## config.mk

```make
export PLATFORM = sky130hd
export DESIGN_NAME = pwr_fault_supervisor
export DESIGN_NICKNAME = d
export VERILOG_FILES = /design/src/rtl/pfs_pkg.sv /design/src/rtl/pfs_sync.sv /design/src/rtl/pfs_cmp_hyst.sv /design/src/rtl/pfs_olp_timer.sv /design/src/rtl/pfs_fault_core.sv /design/src/rtl/pwr_fault_supervisor.sv
export SDC_FILE = /design/constraint.sdc
export NUM_CORES = 1
export LEC_CHECK = 0
export BUFFER_PORTS_ARGS = -buffer_cell sky130_fd_sc_hd__clkbuf_2
export CORE_MARGIN = 2
export CORE_UTILIZATION = 51
export CTS_CLUSTER_SIZE = 8
export DETAILED_ROUTE_END_ITERATION = 7
export PLACE_DENSITY = 0.79
export SLEW_MARGIN = 40
export SYNTH_ARGS = -nofsm -noshare
export SYNTH_HDL_FRONTEND = slang
export SYNTH_SLANG_ARGS = --single-unit
```

## constraint.sdc

```tcl
create_clock -name clk -period 1.88 [get_ports clk]
set_clock_uncertainty 0.05 [all_clocks]
set_input_delay 0.47 -clock clk [delete_from_list [all_inputs] [get_ports clk]]
set_output_delay 0.47 -clock clk [all_outputs]
set_load 0.01 [all_outputs]
```

## src/rtl/pfs_pkg.sv

```systemverilog
package pfs_pkg;
   typedef enum logic [2:0] {
      FLT_NONE     = 3'd0,
      FLT_ABN_OC   = 3'd1,
      FLT_THERMAL  = 3'd2,
      FLT_OVERVOLT = 3'd3,
      FLT_OVERLOAD = 3'd4
   } pfs_fault_e;
endpackage

```

## src/rtl/pfs_sync.sv

```systemverilog
module pfs_sync #(
   parameter int STAGES = 2
) (
   input  logic clk,
   input  logic rst_n,
   input  logic d_async,
   output logic q_sync
);
   if (STAGES < 2) begin : g_bad_stages
      $error("pfs_sync: STAGES must be at least 2");
   end

   logic [STAGES-1:0] chain_q;

   for (genvar s = 0; s < STAGES; s++) begin : g_stage
      if (s == 0) begin : g_first
         always_ff @(posedge clk or negedge rst_n) begin
            if (!rst_n) chain_q[s] <= 1'b0;
            else        chain_q[s] <= d_async;
         end
      end else begin : g_next
         always_ff @(posedge clk or negedge rst_n) begin
            if (!rst_n) chain_q[s] <= 1'b0;
            else        chain_q[s] <= chain_q[s-1];
         end
      end
   end

   assign q_sync = chain_q[STAGES-1];
endmodule

```

## src/rtl/pfs_cmp_hyst.sv

```systemverilog
module pfs_cmp_hyst #(
   parameter int CODE_W = 8,
   parameter int THRESH = 100,
   parameter int HYST   = 2,
   parameter bit ABOVE  = 1'b1
) (
   input  logic              clk,
   input  logic              rst_n,
   input  logic [CODE_W-1:0] code,
   output logic              active
);
   localparam int CODE_MAX = (1 << CODE_W) - 1;

   if (THRESH < HYST || THRESH + HYST > CODE_MAX) begin : g_bad_thresh
      $error("pfs_cmp_hyst: THRESH and HYST do not fit the code range");
   end

   logic [CODE_W:0] code_x;
   logic            active_d;

   assign code_x = {1'b0, code};

   if (ABOVE) begin : g_above
      localparam logic [CODE_W:0] SET_LVL = (CODE_W+1)'(THRESH);
      localparam logic [CODE_W:0] REL_LVL = (CODE_W+1)'(THRESH - HYST);
      always_comb begin
         if (active) active_d = (code_x >= REL_LVL);
         else        active_d = (code_x >= SET_LVL);
      end
   end else begin : g_below
      localparam logic [CODE_W:0] SET_LVL = (CODE_W+1)'(THRESH);
      localparam logic [CODE_W:0] REL_LVL = (CODE_W+1)'(THRESH + HYST);
      always_comb begin
         if (active) active_d = (code_x < REL_LVL);
         else        active_d = (code_x < SET_LVL);
      end
   end

   always_ff @(posedge clk or negedge rst_n) begin
      if (!rst_n) active <= 1'b0;
      else        active <= active_d;
   end
endmodule

```

## src/rtl/pfs_olp_timer.sv

```systemverilog
module pfs_olp_timer #(
   parameter int OLP_DELAY = 64
) (
   input  logic clk,
   input  logic rst_n,
   input  logic fb_high,
   input  logic switching,
   output logic expired
);
   if (OLP_DELAY < 2) begin : g_bad_delay
      $error("pfs_olp_timer: OLP_DELAY must be at least 2");
   end

   localparam int CNT_W = $clog2(OLP_DELAY);
   localparam logic [CNT_W-1:0] LAST = CNT_W'(OLP_DELAY - 1);

   logic [CNT_W-1:0] cnt_q;
   logic             counting;

   assign counting = fb_high && switching;
   assign expired  = counting && (cnt_q == LAST);

   always_ff @(posedge clk or negedge rst_n) begin
      if (!rst_n)                   cnt_q <= '0;
      else if (counting && !expired) cnt_q <= cnt_q + 1'b1;
      else                          cnt_q <= '0;
   end

   AST_CNT_RANGE: assert property (@(posedge clk) disable iff (!rst_n)
      cnt_q <= LAST) else $error("overload count out of range");
   AST_CNT_RESTART: assert property (@(posedge clk) disable iff (!rst_n)
      !fb_high |=> cnt_q == '0) else $error("count kept after feedback drop");
endmodule

```

## src/rtl/pfs_fault_core.sv

```systemverilog
module pfs_fault_core
   import pfs_pkg::*;
(
   input  logic       clk,
   input  logic       rst_n,
   input  logic       start_hi,
   input  logic       below_stop,
   input  logic       below_clr,
   input  logic       ov_hi,
   input  logic       fb_hi,
   input  logic       olp_expired,
   input  logic       oc_sync,
   input  logic       ot_sync,
   output logic       switching,
   output pfs_fault_e code,
   output logic       sticky
);
   logic run_q;
   logic lat_oc_q, lat_ot_q;
   logic ar_ov_q, ar_ol_q;
   logic any_fault;

   assign any_fault = lat_oc_q || lat_ot_q || ar_ov_q || ar_ol_q;
   assign switching = run_q && !any_fault;
   assign sticky    = lat_oc_q || lat_ot_q;

   always_ff @(posedge clk or negedge rst_n) begin
      if (!rst_n)          run_q <= 1'b0;
      else if (below_stop) run_q <= 1'b0;
      else if (start_hi)   run_q <= 1'b1;
   end

   always_ff @(posedge clk or negedge rst_n) begin
      if (!rst_n) begin
         lat_oc_q <= 1'b0;
         lat_ot_q <= 1'b0;
      end else if (below_clr) begin
         lat_oc_q <= 1'b0;
         lat_ot_q <= 1'b0;
      end else begin
         if (oc_sync) lat_oc_q <= 1'b1;
         if (ot_sync) lat_ot_q <= 1'b1;
      end
   end

   always_ff @(posedge clk or negedge rst_n) begin
      if (!rst_n) begin
         ar_ov_q <= 1'b0;
         ar_ol_q <= 1'b0;
      end else if (below_stop) begin
         ar_ov_q <= 1'b0;
         ar_ol_q <= 1'b0;
      end else begin
         if (ov_hi)       ar_ov_q <= 1'b1;
         if (olp_expired) ar_ol_q <= 1'b1;
      end
   end

   always_comb begin
      if (lat_oc_q)      code = FLT_ABN_OC;
      else if (lat_ot_q) code = FLT_THERMAL;
      else if (ar_ov_q)  code = FLT_OVERVOLT;
      else if (ar_ol_q)  code = FLT_OVERLOAD;
      else               code = FLT_NONE;
   end

   AST_RUN_NEEDS_START: assert property (@(posedge clk) disable iff (!rst_n)
      $rose(run_q) |-> $past(start_hi)) else $error("run without start level");
   AST_STOP_HALTS: assert property (@(posedge clk) disable iff (!rst_n)
      below_stop |=> !switching) else $error("switching below stop level");
   AST_AUTO_RELEASE: assert property (@(posedge clk) disable iff (!rst_n)
      below_stop |=> !(ar_ov_q || ar_ol_q)) else $error("auto fault kept");
   AST_OLP_NEEDS_FB: assert property (@(posedge clk) disable iff (!rst_n)
      $rose(ar_ol_q) |-> $past(fb_hi)) else $error("overload without feedback");
   AST_STICKY_HOLDS: assert property (@(posedge clk) disable iff (!rst_n)
      (sticky && !below_clr) |=> sticky) else $error("sticky fault dropped");
endmodule

```

## src/rtl/pwr_fault_supervisor.sv

```systemverilog
module pwr_fault_supervisor
   import pfs_pkg::*;
#(
   parameter int CODE_W      = 8,
   parameter int V_START     = 140,
   parameter int V_STOP      = 110,
   parameter int V_LATCH_CLR = 50,
   parameter int V_OVP       = 230,
   parameter int FB_OLP      = 30,
   parameter int HYST        = 2,
   parameter int OLP_DELAY   = 64,
   parameter int SYNC_STAGES = 2
) (
   input  logic              clk,
   input  logic              rst_n,
   input  logic [CODE_W-1:0] vsup_code,
   input  logic [CODE_W-1:0] fb_code,
   input  logic              abn_oc_async,
   input  logic              over_temp_async,
   output logic              sw_enable,
   output logic [2:0]        fault_code,
   output logic              latched_flag
);
   if (!(V_LATCH_CLR + HYST < V_STOP && V_STOP + HYST < V_START && V_START < V_OVP))
   begin : g_bad_order
      $error("pwr_fault_supervisor: supply thresholds out of order");
   end

   logic start_hi, below_stop, below_clr, ov_hi, fb_hi;
   logic oc_sync, ot_sync, olp_expired, switching;
   pfs_fault_e code;

   pfs_cmp_hyst #(.CODE_W(CODE_W), .THRESH(V_START), .HYST(HYST), .ABOVE(1'b1))
      i_cmp_start (.clk(clk), .rst_n(rst_n), .code(vsup_code), .active(start_hi));
   pfs_cmp_hyst #(.CODE_W(CODE_W), .THRESH(V_STOP), .HYST(HYST), .ABOVE(1'b0))
      i_cmp_stop (.clk(clk), .rst_n(rst_n), .code(vsup_code), .active(below_stop));
   pfs_cmp_hyst #(.CODE_W(CODE_W), .THRESH(V_LATCH_CLR), .HYST(HYST), .ABOVE(1'b0))
      i_cmp_clr (.clk(clk), .rst_n(rst_n), .code(vsup_code), .active(below_clr));
   pfs_cmp_hyst #(.CODE_W(CODE_W), .THRESH(V_OVP), .HYST(HYST), .ABOVE(1'b1))
      i_cmp_ovp (.clk(clk), .rst_n(rst_n), .code(vsup_code), .active(ov_hi));
   pfs_cmp_hyst #(.CODE_W(CODE_W), .THRESH(FB_OLP), .HYST(HYST), .ABOVE(1'b1))
      i_cmp_fb (.clk(clk), .rst_n(rst_n), .code(fb_code), .active(fb_hi));

   pfs_sync #(.STAGES(SYNC_STAGES))
      i_sync_oc (.clk(clk), .rst_n(rst_n), .d_async(abn_oc_async), .q_sync(oc_sync));
   pfs_sync #(.STAGES(SYNC_STAGES))
      i_sync_ot (.clk(clk), .rst_n(rst_n), .d_async(over_temp_async), .q_sync(ot_sync));

   pfs_olp_timer #(.OLP_DELAY(OLP_DELAY))
      i_olp (.clk(clk), .rst_n(rst_n), .fb_high(fb_hi), .switching(switching),
             .expired(olp_expired));

   pfs_fault_core i_core (
      .clk(clk), .rst_n(rst_n), .start_hi(start_hi), .below_stop(below_stop),
      .below_clr(below_clr), .ov_hi(ov_hi), .fb_hi(fb_hi), .olp_expired(olp_expired),
      .oc_sync(oc_sync), .ot_sync(ot_sync), .switching(switching), .code(code),
      .sticky(latched_flag));

   assign sw_enable  = switching;
   assign fault_code = code;

   AST_FAULT_BLOCKS_EN: assert property (@(posedge clk) disable iff (!rst_n)
      fault_code != 3'd0 |-> !sw_enable) else $error("enabled while faulted");
   AST_STICKY_PRIO: assert property (@(posedge clk) disable iff (!rst_n)
      latched_flag |-> (fault_code == 3'd1 || fault_code == 3'd2))
      else $error("sticky fault not reported first");
endmodule

```

Yosys cells after proc, flatten, opt, wreduce, memory -nomap -nowiden
Cells that the tools add are included.
- add/sub/neg operators: 1
- multipliers: 0
- div/mod/pow operators: 0
- order comparisons: 10
- equal/unequal tests: 1
- shift-type cells: 0
- multiplexer cells: 20
- bitwise logic cells: 0
- reduce and logical (&&, ||, !) cells: 14
- operator list (cell ; number):
    8-bit greater-or-equal comparator, second input constant ; 4
    8-bit by 5-bit greater-or-equal comparator with 1-bit output, second input constant ; 2
    8-bit by 6-bit less-than comparator with 1-bit output, second input constant ; 2
    8-bit by 7-bit less-than comparator with 1-bit output, second input constant ; 2
    1-bit two-way mux ; 15
    3-bit two-way mux ; 4
    2-bit nonzero test ; 5
    6-bit by 1-bit adder with 6-bit output, second input constant ; 1
    6-bit equality test, second input constant ; 1
    6-bit two-way mux ; 1
    1-bit logical AND ; 4
    1-bit logical OR ; 3
    1-bit logical NOT ; 2
- register bits: 20
- bits in latches: 0
- RAM bits: 0
- ROM bits: 0
- input port bits: 20
- word-level logic and storage cells: 61
- memories kept: 0

Logic depth before layout (Yosys ltp)
Gate-level depths: netlist (run 1).
- word-level depth: 10
- mapped depth: 4
- gate-level depth less buffers: 4

Modules after synthesis
From an unflattened synthesis (run 1), not the netlist that was laid out.
- cell total of the unflattened synthesis: 76
- area total of the unflattened synthesis: 817.0 um^2
- modules (own cells, without submodules) (module ; instances ; cells each ; area each (um^2) ; sequential area each (um^2)):
    pfs_olp_timer ; 1 ; 26 ; 270.3 ; 150.1
    pfs_fault_core ; 1 ; 22 ; 217.7 ; 125.1
    pfs_sync ; 2 ; 2 ; 50.0 ; 50.0
    pfs_cmp_hyst (i_cmp_clr ...) ; 2 ; 5 ; 46.3 ; 25.0
    pfs_cmp_hyst (i_cmp_stop) ; 1 ; 5 ; 50.0 ; 25.0
    pfs_cmp_hyst (i_cmp_ovp) ; 1 ; 5 ; 43.8 ; 25.0
    pfs_cmp_hyst (i_cmp_fb) ; 1 ; 4 ; 42.5 ; 25.0

Worst setup path after synthesis (run 1)
No wires, ideal clock.
- path kind: register -> output
- from: register i_core.lat_ot_q
- to: output sw_enable
- arrival time: 1.184 ns
- required time: 1.360 ns
- slack: 0.176 ns
- stages on the path, launching flop included: 4
- path buffers: 0
- path through: dfrtp_1 nor2_1 inv_1 nor4b_1
- word-level cells in the longest chain between the ends: 5
- RTL lines (element ; line ; text):
    start, declared ; pfs_fault_core.sv:19 ; logic lat_oc_q, lat_ot_q;
    start signal, assigned ; pfs_fault_core.sv:36 ; lat_ot_q <= 1'b0;
    start signal, assigned ; pfs_fault_core.sv:39 ; lat_ot_q <= 1'b0;
    start signal, assigned ; pfs_fault_core.sv:42 ; if (ot_sync) lat_ot_q <= 1'b1;
    1-bit logical OR ; n/a ;
    net latched_flag ; pwr_fault_supervisor.sv:22 ; output logic latched_flag
    1-bit logical OR (2 in series) ; pfs_fault_core.sv:23 ; assign any_fault = lat_oc_q || lat_ot_q || ar_ov_q || ar_ol_q;
    1-bit logical NOT ; pfs_fault_core.sv:24 ; assign switching = run_q && !any_fault;
    1-bit logical AND ; pfs_fault_core.sv:24 ;
    end, declared ; pwr_fault_supervisor.sv:20 ; output logic sw_enable,
The timed path passes the listed nets, and every way through them passes these cells.

Worst setup path in the final report (run 1)
- from: register i_core.lat_oc_q
- to: output sw_enable
- word-level cells in the longest chain between the ends: 5
- RTL lines (element ; line ; text):
    start, declared ; pfs_fault_core.sv:19 ;
    start signal, assigned ; pfs_fault_core.sv:35 ; lat_oc_q <= 1'b0;
    start signal, assigned ; pfs_fault_core.sv:38 ; lat_oc_q <= 1'b0;
    start signal, assigned ; pfs_fault_core.sv:41 ; if (oc_sync) lat_oc_q <= 1'b1;
    1-bit logical OR (3 in series) ; pfs_fault_core.sv:23 ;
    1-bit logical NOT ; pfs_fault_core.sv:24 ;
    1-bit logical AND ; pfs_fault_core.sv:24 ;
Every way passes these cells.

==> results of run 1 <==
metrics by stage:
stage	cell area, um^2	hold slack (ns)
after global routing	1030	0.0812
final	1030	0.0562
after floorplan	830	0.124
after global placement	967	0.284
after detailed placement	967	0.291
after CTS	1030	0.0617
layout make-up:
cell class | count | area share
Sequential cell | 20 | 0.487
Tap cell | 16 | 0.0195
Timing Repair Buffer | 25 | 0.129
Inverter | 6 | 0.0219
Multi-Input combinational cell | 51 | 0.307
Clock buffer | 4 | 0.0353
power breakdown:
group	switching, mW	total [mW]	leakage (nW)	internal [mW]
combinational	0.0460	0.0870	0.217	0.0410
sequential	0.0130	0.461	0.252	0.448
clock	0.121	0.239	0.0210	0.118
total	0.180	0.787	0.490	0.607
metal layers:
layer	up-vias	global-route usage
met4	0	0.109
li1	326	-
met2	21	0.285
met1	298	0.222
met5	-	0
met3	4	0.0245
logic make-up after synthesis:
| logic type | synth area share |
|---|---|
| buffers and inverters | 0.0271 |
| AND/OR/NAND/NOR | 0.199 |
| XOR/XNOR | 0.0317 |
| adder cells (fa/ha/maj) | 0.0151 |
| AO/OA/AOI/OAI | 0.124 |
| flip-flops | 0.603 |
synthesized netlist by cell type (all sizes together), types with 2 or more instances:
cell type / n
a21oi: 3
nand3: 3
inv: 6
xor2: 2
dfrtp: 20
o21ai: 3
nor2: 19
nand2: 3
what timing repair did:
action,4_1_cts,5_1_grt
buffers inserted,2,0
pin swaps,0,2
resized for setup,2,2
hold buffers,0,0
setup endpoints to repair,1,1
how the worst min path moves through the flow:
stage                     slack [ns]                      startpoint  cells after the start                         end
after CTS                       0.06                           rst_n                      1    i_core.run_q$_DFFE_PN0P_
after floorplan                 0.12                           rst_n                      0  i_cmp_clr.active$_DFF_PN0_
after global routing            0.08                           rst_n                      1    i_core.run_q$_DFFE_PN0P_
final                           0.06                           rst_n                      1    i_core.run_q$_DFFE_PN0P_
after global placement          0.28  i_sync_oc.chain_q[0]$_DFF_PN0_                      0  i_sync_oc.q_sync$_DFF_PN0_
after detailed placement        0.29  i_sync_oc.chain_q[0]$_DFF_PN0_                      0  i_sync_oc.q_sync$_DFF_PN0_
critical path: cells and delay by family, from the launching register on:
kind / cells / cell delay [ns]
buffers and inverters: 2 / 0.22
flip-flops: 1 / 0.40
AND/OR/NAND/NOR: 2 / 0.34
==> summary.md, run 1 <==
| Metric | Value |
|---|---|
| Run status | `completed` |
| Routed wire length on met3 | `approximately 73 um` |
| Top routing layer in use | `met4` |
| Area overhead of the layout relative to synthesis | `23.8%` |
| Worst-case setup slack after placement | `about 0.27 ns` |
| Number of H-tree levels | `1` |
| Clock latency of the later-clocked register in the worst-skew pair | `0.29 ns` |
| Count of fill cells added during filler insertion | `roughly 120` |
| Fraction of the cycle the final worst path needs | `0.948` |
| Final critical delay including setup and external delays | `about 1.8 ns` |
| R2R Setup Slk | `approximately 0.5 ns` |
| Post-synthesis instance area | `about 830 um^2` |
| Global-route wire length before repair | `about 2400 um` |
| Mapped Nets | `98` |
| Worst R2R Start | `i_olp.cnt_q[0]$_DFF_PN0_` |
| CTS tree | `yes` |
| Routed WL per cell | `about 12 um` |
| Syn Inst Count | `a little under 80` |
| Maximum clock frequency | `between 500 and 600 MHz` |
| Async S/R FF share, synth | `1.00` |
| Unrepaired setup endpoints after global routing | `no` |
| Flip-flop and latch count after synthesis | `20` |
| Largest stage delay on the critical path | `around 0.4 ns` |
| Share of cells above drive strength 1 | `0.340` |
| Final-report setup violation count | `0` |
| Area taken by multi-input logic gates | `between 300 and 400 um^2` |
| Flip-flop and latch area | `approximately 500 um^2` |
| Leakage | `0.490 nW` |
| RR Endpoint | `i_olp.cnt_q[3]$_DFF_PN0_` |
| Count of warnings emitted by yosys | `0` |
| EDFF count, synth | `0` |
| Starting utilization of the core area | `0.544` |
| Gr ovfl total | `0` |
| DP Cell Count | `around 120` |
| Top cells by area, synth | `dfrtp_1 (60%), nor2_1 (8.6%), inv_1 (2.7%), xor2_1 (2.1%), o21ai_0 (1.8%)` |
| Total power consumption of the routed design | `787 uW` |
| Net count reported at finish | `approximately 130` |
| Prevailing post-synth register cell | `dfrtp_1` |
| Height of the die | `roughly 44 um` |
| Routed vias/inst | `~5.3` |
| Final Max Slew Viols | `0` |
| DP Wirelength | `about 1200 um` |
| Commonest non-fill, non-tap cell in the layout | `clkbuf_2` |
| Capture point of the worst path | `sw_enable` |
| Clock-pin slew of the registers on the worst-case setup and hold paths | `approximately 0.1 ns` |
| Final sum of negative setup slack | `0 ns` |
| PwrDens | `between 700 and 800 mW/mm^2` |
| Critical path type | `reg -> out` |
| Setup crit start | `i_core.lat_oc_q$_DFFE_PN0P_` |
| Full die area | `approximately 0.0020 mm^2` |
| Ports | `25` |
| Number of hold violations in the final report | `0` |
| Share of the synthesized area in the top cell type | `0.603` |
| Cell Rows | `14` |
| Antenna-violating nets left | `0` |
| DRC errors left | `0` |
| Path class of the lowest-slack min-delay path | `in -> async` |
| Final GP Congestion | `roughly 0.82` |
| Cell type contributing the most total cell area after synthesis | `dfrtp_1` |
| Max reg flops | `6` |
| CTS Buf Count | `3` |
| Root cell of the clock tree | `clkbuf_4` |
| Library cells used by synthesis | `28` |
| M1 WL | `between 600 and 700 um` |
| Critical Path Slowest Stage Cell | `dfrtp_1` |
| End-of-flow core utilization | `0.674` |
| CP cell instances | `nor2_2, inv_2, nor4b_2, buf_2` |
| Number of antenna violations at the first check in global routing | `0` |
| Post-Route WL | `roughly 1500 um` |
| Die span in x | `about 44 um` |
| Req. time, crit path | `between 1 and 1.5 ns` |
| GR Util All Layers | `0.176` |
| Clk sinks | `20` |
| Worst setup margin | `approximately 0.098 ns` |
| Slew @ Worst Pin | `around 0.47 ns` |
| Kind of launch point of the worst setup path | `flip-flop` |
| Type of destination of the critical path | `output pin` |
| Number of buffers between clock root and the deepest sink | `2` |
| Port buffer count | `22` |
| Vias | `649` |
| Commonest cells after routing, fill and taps aside | `clkbuf_2 (21), dfrtp_1 (20), nor2_1 (18)` |
| Length in cells of the worst reg-to-reg path | `4` |
| Worst path arrival time | `1.26 ns` |
| Number of optimization iterations in the first detailed-route pass | `4` |
| Number of inserted diodes | `0` |
| Post-route insts no fill | `122` |
| Via count of the first global-routing pass | `slightly below 600` |
| Critical path fanouts, max | `3` |
| Seq/Total Area, Yosys | `0.603` |
| Area of the core region | `between 0.0015 and 0.002 mm^2` |
| Slew HR | `0.685` |
| Length of routed met2 wiring | `approximately 750 um` |
| Pin count of the biggest net entering global routing | `21` |
| Initial drt markers | `3` |
| Biggest register | `i_olp.cnt_q` |
| Maximum capacitance violations | `0` |
| Peak supply drop | `around 0.58 mV` |
| Synthesized area divided by synthesized cell count | `around 11 um^2` |
Note: power is estimated with default switching activity, not from simulation.
==> inputs of run 2 (changes only) <==
--- a/config.mk
+++ b/config.mk
@@ -6,10 +6,11 @@
 export NUM_CORES = 1
 export LEC_CHECK = 0
 export BUFFER_PORTS_ARGS = -buffer_cell sky130_fd_sc_hd__clkbuf_2
-export CORE_MARGIN = 2
+export CORE_MARGIN = 3
 export CORE_UTILIZATION = 51
 export CTS_CLUSTER_SIZE = 8
 export DETAILED_ROUTE_END_ITERATION = 7
+export HOLD_SLACK_MARGIN = 0.15
 export PLACE_DENSITY = 0.79
 export SLEW_MARGIN = 40
 export SYNTH_ARGS = -nofsm -noshare
==> summary.md, run 2 (synthesis gave the netlist of run 1 again) <==
| Metric | Value |
|---|---|
| CTS Buf Count | `3 (unchanged)` |
| DRC errors left | `0 (unchanged)` |
| Post-route worst hold slack | `0.231 ns (was 0.0562 ns)` |
| Peak supply drop | `0.548 mV (was 0.579 mV)` |
| Pin count of the biggest net entering global routing | `21 (unchanged)` |
| Routed WL per cell | `12.3 um (was 12.4 um)` |
| GR Util All Layers | `0.161 (was 0.176)` |
| Gr ovfl total | `0 (unchanged)` |
| Critical path type | `reg -> out (unchanged)` |
| Height of the die | `46.3 um (was 44.3 um)` |
| Kind of launch point of the worst setup path | `flip-flop (unchanged)` |
| Req. time, crit path | `1.36 ns (about the same)` |
| Area overhead of the layout relative to synthesis | `25.6% (was 23.8%)` |
| Commonest non-fill, non-tap cell in the layout | `clkbuf_2 (unchanged)` |
| Worst path arrival time | `1.26 ns (about the same)` |
| End-of-flow core utilization | `0.737 (was 0.674)` |
| Slew @ Worst Pin | `0.475 ns (was 0.473 ns)` |
| Antenna-violating nets left | `0 (unchanged)` |
| Port buffer count | `22 (unchanged)` |
| Final sum of negative setup slack | `0 ns (unchanged)` |
| Commonest cells after routing, fill and taps aside | `clkbuf_2 (21), dfrtp_1 (20), nor2_1 (18) (unchanged)` |
| Leakage | `0.497 nW (was 0.490 nW)` |
| Critical path fanouts, max | `3 (unchanged)` |
| Final Max Slew Viols | `0 (unchanged)` |
| Starting utilization of the core area | `0.586 (was 0.544)` |
| Type of destination of the critical path | `output pin (unchanged)` |
| Routed vias/inst | `5.39 (was 5.32)` |
| Clock-pin slew of the registers on the worst-case setup and hold paths | `0.10 ns (about the same)` |
| Root cell of the clock tree | `clkbuf_4 (unchanged)` |
| Final GP Congestion | `0.701 (was 0.824)` |
| Max reg flops | `6 (unchanged)` |
| Number of inserted diodes | `0 (unchanged)` |
| Area taken by multi-input logic gates | `320 um^2 (was 315 um^2)` |
| Global-route wire length before repair | `2390 um (about the same)` |
| Worst-case setup slack after placement | `0.261 ns (was 0.267 ns)` |
| Die span in x | `46.3 um (was 44.3 um)` |
| Run status | `completed (unchanged)` |
| Area of the core region | `0.00142 mm^2 (was 0.00152 mm^2)` |
| Via count of the first global-routing pass | `602 (was 586)` |
| Slew HR | `0.683 (was 0.685)` |
| Clk sinks | `20 (unchanged)` |
| Number of antenna violations at the first check in global routing | `0 (unchanged)` |
| Number of optimization iterations in the first detailed-route pass | `4 (unchanged)` |
| Clock latency of the later-clocked register in the worst-skew pair | `0.28 ns (was 0.29 ns)` |
| Number of hold violations in the final report | `0 (unchanged)` |
| Flip-flop and latch area | `500 um^2 (unchanged)` |
| Fraction of the cycle the final worst path needs | `0.949 (was 0.948)` |
| Path class of the lowest-slack min-delay path | `in -> reg (was in -> async)` |
| Share of cells above drive strength 1 | `0.352 (was 0.340)` |
| CTS tree | `yes (unchanged)` |
| Count of fill cells added during filler insertion | `96 (was 117)` |
| Biggest register | `i_olp.cnt_q (unchanged)` |
| Maximum clock frequency | `561 MHz (about the same)` |
| Final-report setup violation count | `0 (unchanged)` |
| Cell Rows | `13 (was 14)` |
| Number of H-tree levels | `1 (unchanged)` |
| Final critical delay including setup and external delays | `1.78 ns (about the same)` |
| Ports | `25 (unchanged)` |
| Number of buffers between clock root and the deepest sink | `2 (unchanged)` |
| DP Wirelength | `1120 um (was 1160 um)` |
| Initial drt markers | `14 (was 3)` |
| Full die area | `0.00215 mm^2 (was 0.00197 mm^2)` |
| Vias | `663 (was 649)` |
| Post-Route WL | `1510 um (about the same)` |
| Maximum capacitance violations | `0 (unchanged)` |
| Worst setup margin | `0.0962 ns (was 0.0978 ns)` |
| PwrDens | `710 mW/mm^2 (was 766 mW/mm^2)` |
| Net count reported at finish | `131 (was 128)` |
| Unrepaired setup endpoints after global routing | `no (unchanged)` |
## run 2: final cells by class
class	count	share of cell area
tap	15	0.0180
timing repair buffer	28	0.151
multi-input combinational	51	0.307
sequential	20	0.480
clock buffer	3	0.0216
inverter	6	0.0216
## run 2: routing by layer
metal  track usage  routed length, um  part of all wire  up-vias
met1         0.204                681              0.45      303
met2         0.261                707              0.47       19
li1              -                  -                 -      335
met3        0.0352                 91             0.060        6
met4        0.0682                 34             0.022        0
met5             0                  0                 0        -
## run 2: repair_timing
action / 4_1_cts / 5_1_grt
setup buffers: 2 / 2
hold buffers: 1 / 0
hold endpoints to repair: 20 / 0
resized for setup: 1 / 4
endpoints found under the setup margin: 1 / 2
pin swaps: 0 / 2
## run 2: final timing paths
path,cells past startpoint,end,start,slack (ns)
min in group asynchronous,2,i_cmp_fb.active$_DFF_PN0_,rst_n,0.61
worst min register to register,0,i_sync_oc.q_sync$_DFF_PN0_,i_sync_oc.chain_q[0]$_DFF_PN0_,0.31
max in group asynchronous,2,i_olp.cnt_q[0]$_DFF_PN0_,rst_n,0.85
worst max-delay path,4,sw_enable,i_core.lat_oc_q$_DFFE_PN0P_,0.1
worst max register to register,4,i_olp.cnt_q[3]$_DFF_PN0_,i_olp.cnt_q[0]$_DFF_PN0_,0.54
worst min-delay path,1,i_sync_oc.chain_q[0]$_DFF_PN0_,abn_oc_async,0.23
## run 2: power breakdown
| part | switching [mW] | internal, mW | total, mW |
|---|---|---|---|
| Clock | 0.112 | 0.0744 | 0.186 |
| Sequential | 0.0130 | 0.448 | 0.461 |
| Combinational | 0.0470 | 0.0464 | 0.0933 |
## run 2: worst max-delay path, stage by stage, from the launching register on
cell and delay, ns:
dfrtp_1 0.40, nor2_2 0.15, inv_2 0.07, nor4b_2 0.20, buf_2 0.17
## run 2: stage by stage
stage	instance area, um^2	std cells	power, mW
6_report	1040	123	0.740
3_3_place_gp	966	115	0.544
2_1_floorplan	830	77	0.500
4_1_cts	1020	121	0.744
3_5_place_dp	966	115	0.547
5_1_grt	1040	123	0.782
==> inputs of run 3 (changes only) <==
--- a/config.mk
+++ b/config.mk
@@ -7,11 +7,12 @@
 export LEC_CHECK = 0
 export BUFFER_PORTS_ARGS = -buffer_cell sky130_fd_sc_hd__clkbuf_2
 export CORE_MARGIN = 3
-export CORE_UTILIZATION = 51
+export CORE_UTILIZATION = 48
 export CTS_CLUSTER_SIZE = 8
 export DETAILED_ROUTE_END_ITERATION = 7
+export GPL_ROUTABILITY_DRIVEN = 1
 export HOLD_SLACK_MARGIN = 0.15
-export PLACE_DENSITY = 0.79
+export PLACE_DENSITY = 0.75
 export SLEW_MARGIN = 40
 export SYNTH_ARGS = -nofsm -noshare
 export SYNTH_HDL_FRONTEND = slang
==> constraint.sdc (replaced) <==
create_clock -name clk -period 1.74 [get_ports clk]
set_clock_uncertainty 0.05 [all_clocks]
set_input_delay 0.435 -clock clk [delete_from_list [all_inputs] [get_ports clk]]
set_output_delay 0.435 -clock clk [all_outputs]
set_load 0.01 [all_outputs]
==> summary.md, run 3 (synthesis gave the netlist of run 1 again) <==
| Metric | Value |
|---|---|
| Run status | `finished with violations (was completed)` |
| Failing checks | `negative setup slack` |
| Design area | `0.00105 mm^2 (was 0.00104 mm^2)` |
| Routed vias/inst | `5.43 (was 5.39)` |
| Worst-case setup slack after placement | `0.185 ns (was 0.261 ns)` |
| Number of H-tree levels | `1 (unchanged)` |
| RR Endpoint | `i_olp.cnt_q[3]$_DFF_PN0_ (unchanged)` |
| CTS tree | `yes (unchanged)` |
| Hold Path Depth | `1 (unchanged)` |
| Routed WL per cell | `12.4 um (was 12.3 um)` |
| Area taken by multi-input logic gates | `320 um^2 (unchanged)` |
| Number of antenna violations at the first check in global routing | `0 (unchanged)` |
| DP Cell Count | `116 (was 115)` |
| Gr ovfl total | `0 (unchanged)` |
| Critical path fanouts, max | `3 (unchanged)` |
| Length in cells of the worst reg-to-reg path | `4 (unchanged)` |
| Count of fill cells added during filler insertion | `123 (was 96)` |
| Clock-pin slew of the registers on the worst-case setup and hold paths | `0.11 ns (was 0.10 ns)` |
| Clk sinks | `20 (unchanged)` |
| Max reg flops | `6 (unchanged)` |
| Clock latency of the later-clocked register in the worst-skew pair | `0.30 ns (was 0.28 ns)` |
| Number of optimization iterations in the first detailed-route pass | `4 (unchanged)` |
| Maximum capacitance violations | `0 (unchanged)` |
| Port buffer count | `22 (unchanged)` |
| Slew HR | `0.685 (was 0.683)` |
| Number of buffers between clock root and the deepest sink | `2 (unchanged)` |
| DRC errors left | `0 (unchanged)` |
| Worst-case hold path end point | `i_sync_ot.chain_q[0]$_DFF_PN0_ (was i_sync_oc.chain_q[0]$_DFF_PN0_)` |
| Area of the core region | `0.00156 mm^2 (was 0.00142 mm^2)` |
| GR Util All Layers | `0.163 (was 0.161)` |
| Pin count of the biggest net entering global routing | `21 (unchanged)` |
| Height of the die | `47.6 um (was 46.3 um)` |
| Worst R2R Start | `i_olp.cnt_q[0]$_DFF_PN0_ (unchanged)` |
| Slew @ Worst Pin | `0.472 ns (was 0.475 ns)` |
| DP Wirelength | `1170 um (was 1120 um)` |
| End-of-flow core utilization | `0.673 (was 0.737)` |
| Final GP Congestion | `0.729 (was 0.701)` |
| Via count of the first global-routing pass | `641 (was 602)` |
| Final-report setup violation count | `1 (was 0)` |
| Count of buffering cells on the critical path with inverters included | `2 (unchanged)` |
| Placement Cell Area | `967 um^2 (was 966 um^2)` |
| CP cell instances | `nor2_2, inv_2, nor4b_2, buf_2 (unchanged)` |
| Peak supply drop | `0.564 mV (was 0.548 mV)` |
| Starting utilization of the core area | `0.532 (was 0.586)` |
| Commonest cells after routing, fill and taps aside | `dfrtp_1 (20), clkbuf_2 (20), nor2_1 (18) (was clkbuf_2 (21), dfrtp_1 (20), nor2_1 (18))` |
| Number of hold violations in the final report | `0 (unchanged)` |
| Biggest register | `i_olp.cnt_q (unchanged)` |
| Largest stage delay on the critical path | `0.40 ns (about the same)` |
| Worst setup margin | `-0.00891 ns (was 0.0962 ns)` |
| R2R Setup Slk | `0.37 ns (was 0.54 ns)` |
| Maximum clock frequency | `572 MHz` |
| Path class of the lowest-slack min-delay path | `in -> reg (unchanged)` |
| Final critical delay including setup and external delays | `about 1.7 ns` |
| Root cell of the clock tree | `clkbuf_4 (unchanged)` |
| Critical Path Slowest Stage Cell | `dfrtp_1 (unchanged)` |
| Flip-flop and latch area | `500 um^2 (unchanged)` |
| Antenna-violating nets left | `0 (unchanged)` |
| Share of cells above drive strength 1 | `0.352 (unchanged)` |
| Full die area | `0.00226 mm^2 (was 0.00215 mm^2)` |
| Net count reported at finish | `130 (was 131)` |
| Area overhead of the layout relative to synthesis | `26.5% (was 25.6%)` |
| Req. time, crit path | `1.25 ns (was 1.36 ns)` |
| Post-Route WL | `1540 um (was 1510 um)` |
| Number of inserted diodes | `0 (unchanged)` |
| Post-route insts no fill | `124 (was 123)` |
| Fraction of the cycle the final worst path needs | `1.01` |
| CTS Buf Count | `3 (unchanged)` |
| Ports | `25 (unchanged)` |
| Type of destination of the critical path | `output pin (unchanged)` |
| Initial drt markers | `8 (was 14)` |
| Largest delay share family, worst path | `flip-flops (unchanged)` |
| Unrepaired setup endpoints after global routing | `yes (was no)` |
| Final Max Slew Viols | `0 (unchanged)` |
| PwrDens | `821 mW/mm^2 (was 710 mW/mm^2)` |
| Total power consumption of the routed design | `861 uW (was 740 uW)` |
| Leakage | `0.499 nW (was 0.497 nW)` |
| Kind of launch point of the worst setup path | `flip-flop (unchanged)` |
| Vias | `673 (was 663)` |
| Global-route wire length before repair | `2550 um (was 2390 um)` |
| Critical path type | `reg -> out (unchanged)` |
| Worst path arrival time | `1.26 ns (about the same)` |
| Hold Path Origin | `over_temp_async (was abn_oc_async)` |
| Die span in x | `47.6 um (was 46.3 um)` |
| Cell Rows | `14 (was 13)` |
run 3: cell count changes in the layout (fill, tap and decap cells not counted):
cell,change
clkbuf_8,+1
buf_4,-1
buf_2,+1
clkbuf_2,-1
run 3: cell type report:
| cell class | instances | share of cell area |
|---|---|---|
| repair buffers | 27 | 0.143 |
| well taps | 16 | 0.0191 |
| multi-input cells | 51 | 0.305 |
| inverters | 6 | 0.0215 |
| flip-flops and latches | 20 | 0.477 |
| clock buffers | 4 | 0.0346 |
run 3: timing repair:
action,4_1_cts,5_1_grt
buffers inserted,3,0
pin swaps,2,2
endpoints found under the setup margin,2,3
hold endpoints to repair,20,0
hold buffers,1,0
gates resized for setup,1,5
run 3: metrics by stage:
step	setup TNS, ns	hold WS [ns]
after floorplan	0	0.0894
after global placement	0	0.282
after detailed placement	0	0.288
after CTS	-0.0731	0.171
after global routing	-0.122	0.162
final	-0.00891	0.179
run 3: worst max path at each step:
stage                                 from        end  depth (start not counted)
6_report       i_core.lat_ot_q$_DFFE_PN0P_  sw_enable                          4
5_1_grt        i_core.lat_ot_q$_DFFE_PN0P_  sw_enable                          4
4_1_cts        i_core.lat_oc_q$_DFFE_PN0P_  sw_enable                          4
3_5_place_dp   i_core.lat_ot_q$_DFFE_PN0P_  sw_enable                          4
3_3_place_gp   i_core.lat_ot_q$_DFFE_PN0P_  sw_enable                          4
2_1_floorplan  i_core.lat_ot_q$_DFFE_PN0P_  sw_enable                          3
run 3: where the power goes:
group / switching (mW) / leakage, nW / internal (mW) / total, mW
registers: 0.0151 / 0.252 / 0.484 / 0.499
clock network: 0.138 / 0.0210 / 0.128 / 0.266
logic: 0.0489 / 0.227 / 0.0474 / 0.0963
run 3: per-layer routing:
layer / up-vias / global-route usage / share of wire
li1: 331 / - / -
met1: 320 / 0.198 / 0.48
met2: 19 / 0.275 / 0.43
met3: 3 / 0.0451 / 0.067
met4: 0 / 0.0645 / 0.014
met5: - / 0 / 0
